### config.mk
export PLATFORM = sky130hd
export DESIGN_NAME = mac_accum_unit
export DESIGN_NICKNAME = d
export VERILOG_FILES = /design/src/rtl/mac_pkg.sv /design/src/rtl/mac_product.sv /design/src/rtl/mac_grant.sv /design/src/rtl/mac_scaler.sv /design/src/rtl/mac_accum_unit.sv
export SDC_FILE = /design/constraint.sdc
export NUM_CORES = 2
export LEC_CHECK = 0
export BUFFER_PORTS_ARGS = -buffer_cell sky130_fd_sc_hd__buf_2
export CAP_MARGIN = 0
export CORE_AREA = 2 2 365 367
export CTS_BUF_LIST = sky130_fd_sc_hd__clkbuf_8 sky130_fd_sc_hd__clkbuf_16
export DETAILED_ROUTE_END_ITERATION = 12
export DIE_AREA = 0 0 367 369
export GPL_ROUTABILITY_DRIVEN = 1
export MAX_ROUTING_LAYER = met4
export PLACE_DENSITY = 0.53
export SLEW_MARGIN = 20
export SYNTH_ARGS = -nofsm -noshare
export SYNTH_HDL_FRONTEND = slang
export SYNTH_HIERARCHICAL = 1
export SYNTH_SLANG_ARGS = --single-unit
### constraint.sdc
create_clock -name clk -period 11.5 [get_ports clk]
set_input_delay 0.575 -clock clk [delete_from_list [all_inputs] [get_ports clk]]
set_output_delay 0.575 -clock clk [all_outputs]
set_load 0.1 [all_outputs]
### src/rtl/mac_pkg.sv
package mac_pkg;
    localparam int NUM_OPS   = 5;
    localparam int IDX_ACC   = 0;
    localparam int IDX_SUB   = 1;
    localparam int IDX_WRLO  = 2;
    localparam int IDX_WRHI  = 3;
    localparam int IDX_RDCLR = 4;
endpackage

### src/rtl/mac_product.sv
module mac_product #(
    parameter int OP_W = 32
) (
    input  logic [OP_W-1:0]   a,
    input  logic [OP_W-1:0]   b,
    output logic [2*OP_W-1:0] prod
);
    localparam int PW = 2 * OP_W;

    logic signed [PW-1:0] a_ext;
    logic signed [PW-1:0] b_ext;

    // Sign-extend both operands to full width; a truncated full-width product is exact.
    assign a_ext = $signed({{OP_W{a[OP_W-1]}}, a});
    assign b_ext = $signed({{OP_W{b[OP_W-1]}}, b});
    assign prod  = PW'(a_ext * b_ext);
endmodule

### src/rtl/mac_grant.sv
module mac_grant #(
    parameter int N = 5
) (
    input  logic [N-1:0] req,
    output logic [N-1:0] grant
);
    // Highest-numbered request wins.
    for (genvar i = 0; i < N; i++) begin : g_bit
        if (i == N - 1) begin : g_top
            assign grant[i] = req[i];
        end else begin : g_low
            assign grant[i] = req[i] & ~(|req[N-1:i+1]);
        end
    end
endmodule

### src/rtl/mac_scaler.sv
module mac_scaler #(
    parameter int ACC_W = 64,
    parameter int OUT_W = 32,
    parameter int SHIFT = 28
) (
    input  logic [ACC_W-1:0] acc,
    output logic [OUT_W-1:0] scaled
);
    logic signed [ACC_W-1:0] shifted;

    assign shifted = $signed(acc) >>> SHIFT;
    assign scaled  = OUT_W'(shifted);
endmodule

### src/rtl/mac_accum_unit.sv
module mac_accum_unit #(
    parameter int OP_W     = 32,
    parameter int RD_SHIFT = 28
) (
    input  logic            clk,
    input  logic            rst_n,
    input  logic            op_valid,
    input  logic [4:0]      op_req,
    input  logic [OP_W-1:0] opnd_a,
    input  logic [OP_W-1:0] opnd_b,
    input  logic [OP_W-1:0] wr_data,
    output logic [OP_W-1:0] rd_data,
    output logic [OP_W-1:0] acc_hi,
    output logic [OP_W-1:0] acc_lo
);
    import mac_pkg::*;

    localparam int ACC_W = 2 * OP_W;

    typedef struct packed {
        logic [ACC_W-1:0] acc;
        logic [OP_W-1:0]  rd;
    } mac_state_t;

    mac_state_t           st_d;
    mac_state_t           st_q;
    logic [ACC_W-1:0]     prod;
    logic [OP_W-1:0]      scaled;
    logic [NUM_OPS-1:0]   grant;

    mac_product #(.OP_W(OP_W)) u_prod (
        .a    (opnd_a),
        .b    (opnd_b),
        .prod (prod)
    );

    mac_grant #(.N(NUM_OPS)) u_grant (
        .req   (op_req),
        .grant (grant)
    );

    mac_scaler #(.ACC_W(ACC_W), .OUT_W(OP_W), .SHIFT(RD_SHIFT)) u_scale (
        .acc    (st_q.acc),
        .scaled (scaled)
    );

    always_comb begin
        st_d = st_q;
        if (op_valid) begin
            if (grant[IDX_RDCLR]) begin
                st_d.rd  = scaled;
                st_d.acc = '0;
            end else if (grant[IDX_WRHI]) begin
                st_d.acc = {wr_data, st_q.acc[OP_W-1:0]};
            end else if (grant[IDX_WRLO]) begin
                st_d.acc = {st_q.acc[ACC_W-1:OP_W], wr_data};
            end else if (grant[IDX_SUB]) begin
                st_d.acc = st_q.acc - prod;
            end else if (grant[IDX_ACC]) begin
                st_d.acc = st_q.acc + prod;
            end
        end
    end

    always_ff @(posedge clk) begin
        if (!rst_n) begin
            st_q <= '0;
        end else begin
            st_q <= st_d;
        end
    end

    assign rd_data = st_q.rd;
    assign acc_hi  = st_q.acc[ACC_W-1:OP_W];
    assign acc_lo  = st_q.acc[OP_W-1:0];
endmodule

# Word-level counts from Yosys, hierarchy flattened
# Cells that the tools add are included.
# Widths: inputs -> output; s select.
dict set report op_classes {
  eq_ne 2
  n_mux 5
  bitwise 8
  multipliers 1
  reduce_logical 8
  addsub 2
}
# op n
set op_table {}
lappend op_table {{$mux 64} 5}
lappend op_table {{$add 64x64->64} 1}
lappend op_table {{$mul 32x32->64} 1}
lappend op_table {{$sub 64x64->64} 1}
lappend op_table {{$reduce_bool 4->1} 2}
lappend op_table {{$reduce_and 3->1} 2}
lappend op_table {{$and 1x1->1} 4}
lappend op_table {{$not 1->1} 4}
lappend op_table {{$reduce_or 4->1} 1}
lappend op_table {{$ne 3x2->1 const B} 1}
lappend op_table {{$reduce_or 3->1} 1}
lappend op_table {{$ne 2x2->1 const B} 1}
lappend op_table {{$reduce_and 2->1} 1}
lappend op_table {{$reduce_or 2->1} 1}
dict set report totals {
  elab_cells 29
  regBits 96
  output_inout_bits 96
  in_bits 104
}

# Longest topological paths before layout
dict set report logic_depth {
  depth_word 8
  ltp_mapped 47
  mapped_depth_nobuf 43
}

# Modules after synthesis
# Netlist, hierarchy kept.
# module area_each_um2 n_inst seq_area_each_um2 cells_per_inst
set by_module_without_submodules {}
lappend by_module_without_submodules {mac_product 36153.4 1 0.0 3857}
lappend by_module_without_submodules {mac_accum_unit 9321.4 1 1921.8 1242}
lappend by_module_without_submodules {mac_scaler 240.2 1 0.0 32}
lappend by_module_without_submodules {mac_grant 55.1 1 0.0 6}

# Least setup slack after synthesis
# No wires, ideal clock.
dict set report synth_timing {
  kind {input -> register}
  startpoint {input port opnd_a[9]}
  endpoint {register st_q (netlist bit acc_hi[23])}
  path_buffers 3
  required_ns 11.374
  stages 43
  path_slack_ns 0.814
  t_arrival_ns 10.560
  setup_time_ns 0.126
  path_cell_list {clkbuf_1 > nand2_1 > fa_1 > inv_1 > fa_1 > fa_1 > inv_1 > fa_1 > inv_1 > fa_1 > inv_1 > fa_1 > inv_1 > fa_1 > fa_1 > ha_1 > buf_2 > a21o_1 > (+7 left out) > nor3b_1 > and2b_1 > nand3_1 > nor4_4 > a21oi_1 > xnor2_1 > ha_1 > buf_6 > a21o_1 > a21o_1 > a221oi_1 > o21ai_1 > a221o_1 > nor2_1 > o21ai_1 > xor2_1 > a221oi_1 > nor3_1}
}
dict set report synth_between {
  elab_chain_len 7
  word_cells_on_any_way 8
  classes_between {add/sub: 2; mul: 1; mux: 5}
}
# item line_no
set synth_lines {}
lappend synth_lines {{start, declared} mac_accum_unit.sv:9} ;# input logic [OP_W-1:0] opnd_a,
lappend synth_lines {{$mul 32x32->64 *} mac_product.sv:16} ;# assign prod = PW'(a_ext * b_ext);
lappend synth_lines {{via prod[29]} mac_accum_unit.sv:27} ;# logic [ACC_W-1:0] prod;
lappend synth_lines {{$add 64x64->64} mac_accum_unit.sv:60} ;# st_d.acc = st_q.acc + prod;
lappend synth_lines {{$mux 64} mac_accum_unit.sv:59} ;# end else if (grant[IDX_ACC]) begin
lappend synth_lines {{$mux 64 *} mac_accum_unit.sv:57} ;# end else if (grant[IDX_SUB]) begin
lappend synth_lines {{$mux 64 *} mac_accum_unit.sv:55} ;# end else if (grant[IDX_WRLO]) begin
lappend synth_lines {{$mux 64 *} mac_accum_unit.sv:53} ;# end else if (grant[IDX_WRHI]) begin
lappend synth_lines {{$mux 64 *} mac_accum_unit.sv:50} ;# if (grant[IDX_RDCLR]) begin
lappend synth_lines {{end signal, assigned} mac_accum_unit.sv:69} ;# st_q <= st_d;
lappend synth_lines {{end, declared} mac_accum_unit.sv:26} ;# mac_state_t st_q;
# Mark *: on every way through the listed nets, which the timed path passes. The rest lies on a longest branch. The select of a mux whose other input is x is not followed.
# A chain may end at the register's enable or synchronous reset.

# Worst setup path in the final report
dict set report layout_timing {
  startpoint {input port opnd_b[8]}
  endpoint {register st_q (netlist bit acc_hi[22])}
}
dict set report layout_between {
  elab_chain_len 7
  word_cells_on_any_way 8
  classes_between {add/sub: 2; mul: 1; mux: 5}
}
# item line_no
set layout_lines {}
lappend layout_lines {{start, declared} mac_accum_unit.sv:10} ;# input logic [OP_W-1:0] opnd_b,
lappend layout_lines {{$mul 32x32->64 *} mac_product.sv:16}
lappend layout_lines {{via prod[29]} mac_accum_unit.sv:27}
lappend layout_lines {{$add 64x64->64} mac_accum_unit.sv:60}
lappend layout_lines {{$mux 64} mac_accum_unit.sv:59}
lappend layout_lines {{$mux 64 *} mac_accum_unit.sv:57}
lappend layout_lines {{$mux 64 *} mac_accum_unit.sv:55}
lappend layout_lines {{$mux 64 *} mac_accum_unit.sv:53}
lappend layout_lines {{$mux 64 *} mac_accum_unit.sv:50}
# Marked as above.

==> metrics.log <==
INFO  metric worstSetupStartpointType = primary input
INFO  metric clk_pin_slew = 0.07 ns
INFO  metric area.growth.synth_to_final = 7.60%
INFO  metric yosys_warnings = 6
INFO  metric synth_area_leaders = fa_1 (47%), inv_1 (8.0%), and2_1 (7.2%)
INFO  metric initial_core_utilization = 34.9%
INFO  metric synth_nets = 6572
INFO  metric grt.overflow.total = 0
INFO  metric setup_total_negative_slack = 0 ns
INFO  metric netlist_area = 45800 um2
INFO  metric route.detailed.drc = 0
INFO  metric yosysUniqueCellTypes = 101
INFO  metric cts_made_buffers = 9
INFO  metric max-cap-violations = 0
INFO  metric synth_largest_type_area_fraction = 47.4%
INFO  metric postCtsHoldBufs = 0
INFO  metric hpwl = 116000 um
INFO  metric wire_per_inst = 18.9 um
INFO  metric hold_violations = 0
INFO  metric worst-endpoint-arrival = 11.14 ns
INFO  metric clk_path_buf_depth = 2
INFO  metric fp.dieArea = 135000 um2
INFO  metric clk_latency = 0.36 ns
INFO  metric groute.usage.overall = 20.3%
INFO  metric number_of_antenna_violations_at_the_first_check_in_global_routing = 12
INFO  metric dieHeight = 369 um
INFO  metric async_reset_ff_share = 0%
INFO  metric postSynth.topFlopCell = dfxtp_1
INFO  metric synth-edff-count = 0
INFO  metric drt_first_iter_violations = 1930
INFO  metric fp.coreArea = 131000 um2
INFO  metric fin_nets = 6631
INFO  metric timing_max_transition_violations_final = 0
INFO  metric clock-root-buffer = clkbuf_16
INFO  metric timing.critical_path.slowest_stage_cell = fa_1
INFO  metric most_frequent_cells_in_the_layout = fa_1 (1083), inv_1 (977), nand2_1 (688), and2_1 (526), ha_1 (248)
INFO  metric postSynthRegisterBits = 96
INFO  metric result_of_the_run = finished, final reports clean
INFO  metric worst_hold_path_type = register to register
INFO  metric unrepaired_setup_endpoints_after_global_routing = false
INFO  metric timing.critical_path.fanout_max = 10
INFO  metric register_area_share_after_synthesis = 4.20%
INFO  metric finalWorstSetupSlack = 0.599 ns
INFO  metric first_global_vias = 37000
INFO  metric fin_crit_sh = 94.8%
INFO  metric grt_max_degree = 84
INFO  metric timing.critical_path.to_type = register
INFO  metric port_buffers = 199
INFO  metric final-setup-viol-count = 0
INFO  metric max_slew.worst_pin.slew = 1.17 ns
INFO  metric worst_clock_skew = 0.00674 ns
INFO  metric timing.critical_path.required = 11.74 ns
INFO  metric clock_tree_from_tritoncts = done
INFO  metric max_stage_delay = 0.54 ns
INFO  metric initial_drt_pass_iterations = 6
INFO  metric boundaryPins = 200
INFO  metric maximum_clock_rate = 91.7 MHz
INFO  metric layout.cells.most_common = fa_1
INFO  metric finalWirelength = 132000 um
INFO  metric synth_area_per_cell = 8.91 um2
INFO  metric numClockSinks = 96
INFO  metric placement_rows = 133
INFO  metric worstSetupPathType = primary input to register
INFO  metric dp_worst_setup_slack = 0.129 ns
INFO  metric final_layout_size_suffix_gt1_share = 8.69%
INFO  metric drt-vias-per-instance = 4.94
INFO  metric path_common_cell = fa_1
INFO  metric post-synth-top-area-cell = fa_1
INFO  metric synth_cells = 5137
INFO  metric antenna_left = 0
INFO  metric reg2reg_slack = 7.96 ns
INFO  metric grt_pass1_wl = 211000 um
INFO  metric cts_max_level = 3
INFO  metric final_worst_path_period_need = 10.90 ns
INFO  metric routabilityCongestion = 0.913
INFO  metric max_slew_margin = 21.1%
INFO  metric die_w = 367 um
INFO  metric detailroute.via_count = 34400
synthesized netlist by cell type, drive strengths merged (12+ instances only):
library cell  instances
xor2                 50
clkbuf              263
nor2                148
nand2b               18
a21boi               36
a22oi                31
o21ai               117
fa                 1083
inv                 975
ha                  248
nand4                33
o21a                 17
buf                  48
nand3                41
a21oi               165
a221oi               12
o211ai               14
a211oi               12
nor3                 33
or3                  12
o21bai               24
and3                 16
a31oi                32
nor4                 16
nor2b                46
and2                528
dfxtp                96
a21o                 81
nand2               689
xnor2               142
path summary, 6_finish.rpt:
check,end,from,cells past startpoint
max,acc_hi[22],opnd_b[8],39
min,rd_data[18],rd_data[18],2
max reg2reg,acc_hi[24],acc_lo[0],13
min reg2reg,rd_data[18],rd_data[18],2
critical path: cells and delay by family:
kind,cells,cell delay [ns]
AOI/OAI and AO/OA,7,1.87
xor gates and xnor gates,3,0.42
adders and majority gates,10,4.55
buffers and inverters,6,0.72
and+or+nand+nor,13,2.98
cells by family after synthesis:
logic type	synth area share, %
buf+inv	11.0
fa+ha+maj	54.1
mux	0.0929
compound gates	9.12
flops	4.20
simple gates	17.7
xor+xnor	3.69
area by class of cell:
cell class	instances	area [um2]
diodes	9	22.5
inverters	975	3660
clock inverters	7	63.8
flip-flops and latches	96	1920
clock buffers	9	225
well taps	1755	2200
multi-input cells	3753	38900
fillers	13600	81900
repair buffers	361	2270
registers in the layout, indices dropped and copies added (netlist names):
| name | flops |
|---|---|
| acc_hi | 32 |
| acc_lo | 32 |
| rd_data | 32 |
layer usage:
| layer | up-vias | track usage [%] | routed length (um) |
|---|---|---|---|
| met5 | - | - | 0 |
| met4 | 0 | 4.84 | 3340 |
| met3 | 172 | 1.57 | 4500 |
| met2 | 704 | 36.6 | 70600 |
| met1 | 17800 | 24.7 | 53200 |
| li1 | 15700 | - | - |
repair_timing:
item                                    in CTS  in global routing
endpoints found under the setup margin       0                  5
buffers inserted                             0                  1
resized for setup                            0                 22
stage by stage:
step / util (%) / hold slack [ns] / area [um2] / instances
6_report: 37.6 / 0.464 / 49200 / 6965
3_3_place_gp: 37.2 / 0.449 / 48800 / 6939
5_1_grt: 37.6 / 0.481 / 49200 / 6963
3_5_place_dp: 37.2 / 0.457 / 48800 / 6939
4_1_cts: 37.5 / 0.466 / 49100 / 6955
2_1_floorplan: - / 0.718 / 45800 / 5137
Power is left out: the tool's default activity adds up to more than one toggle a clock period on the data nets, which glitch-free logic cannot reach.
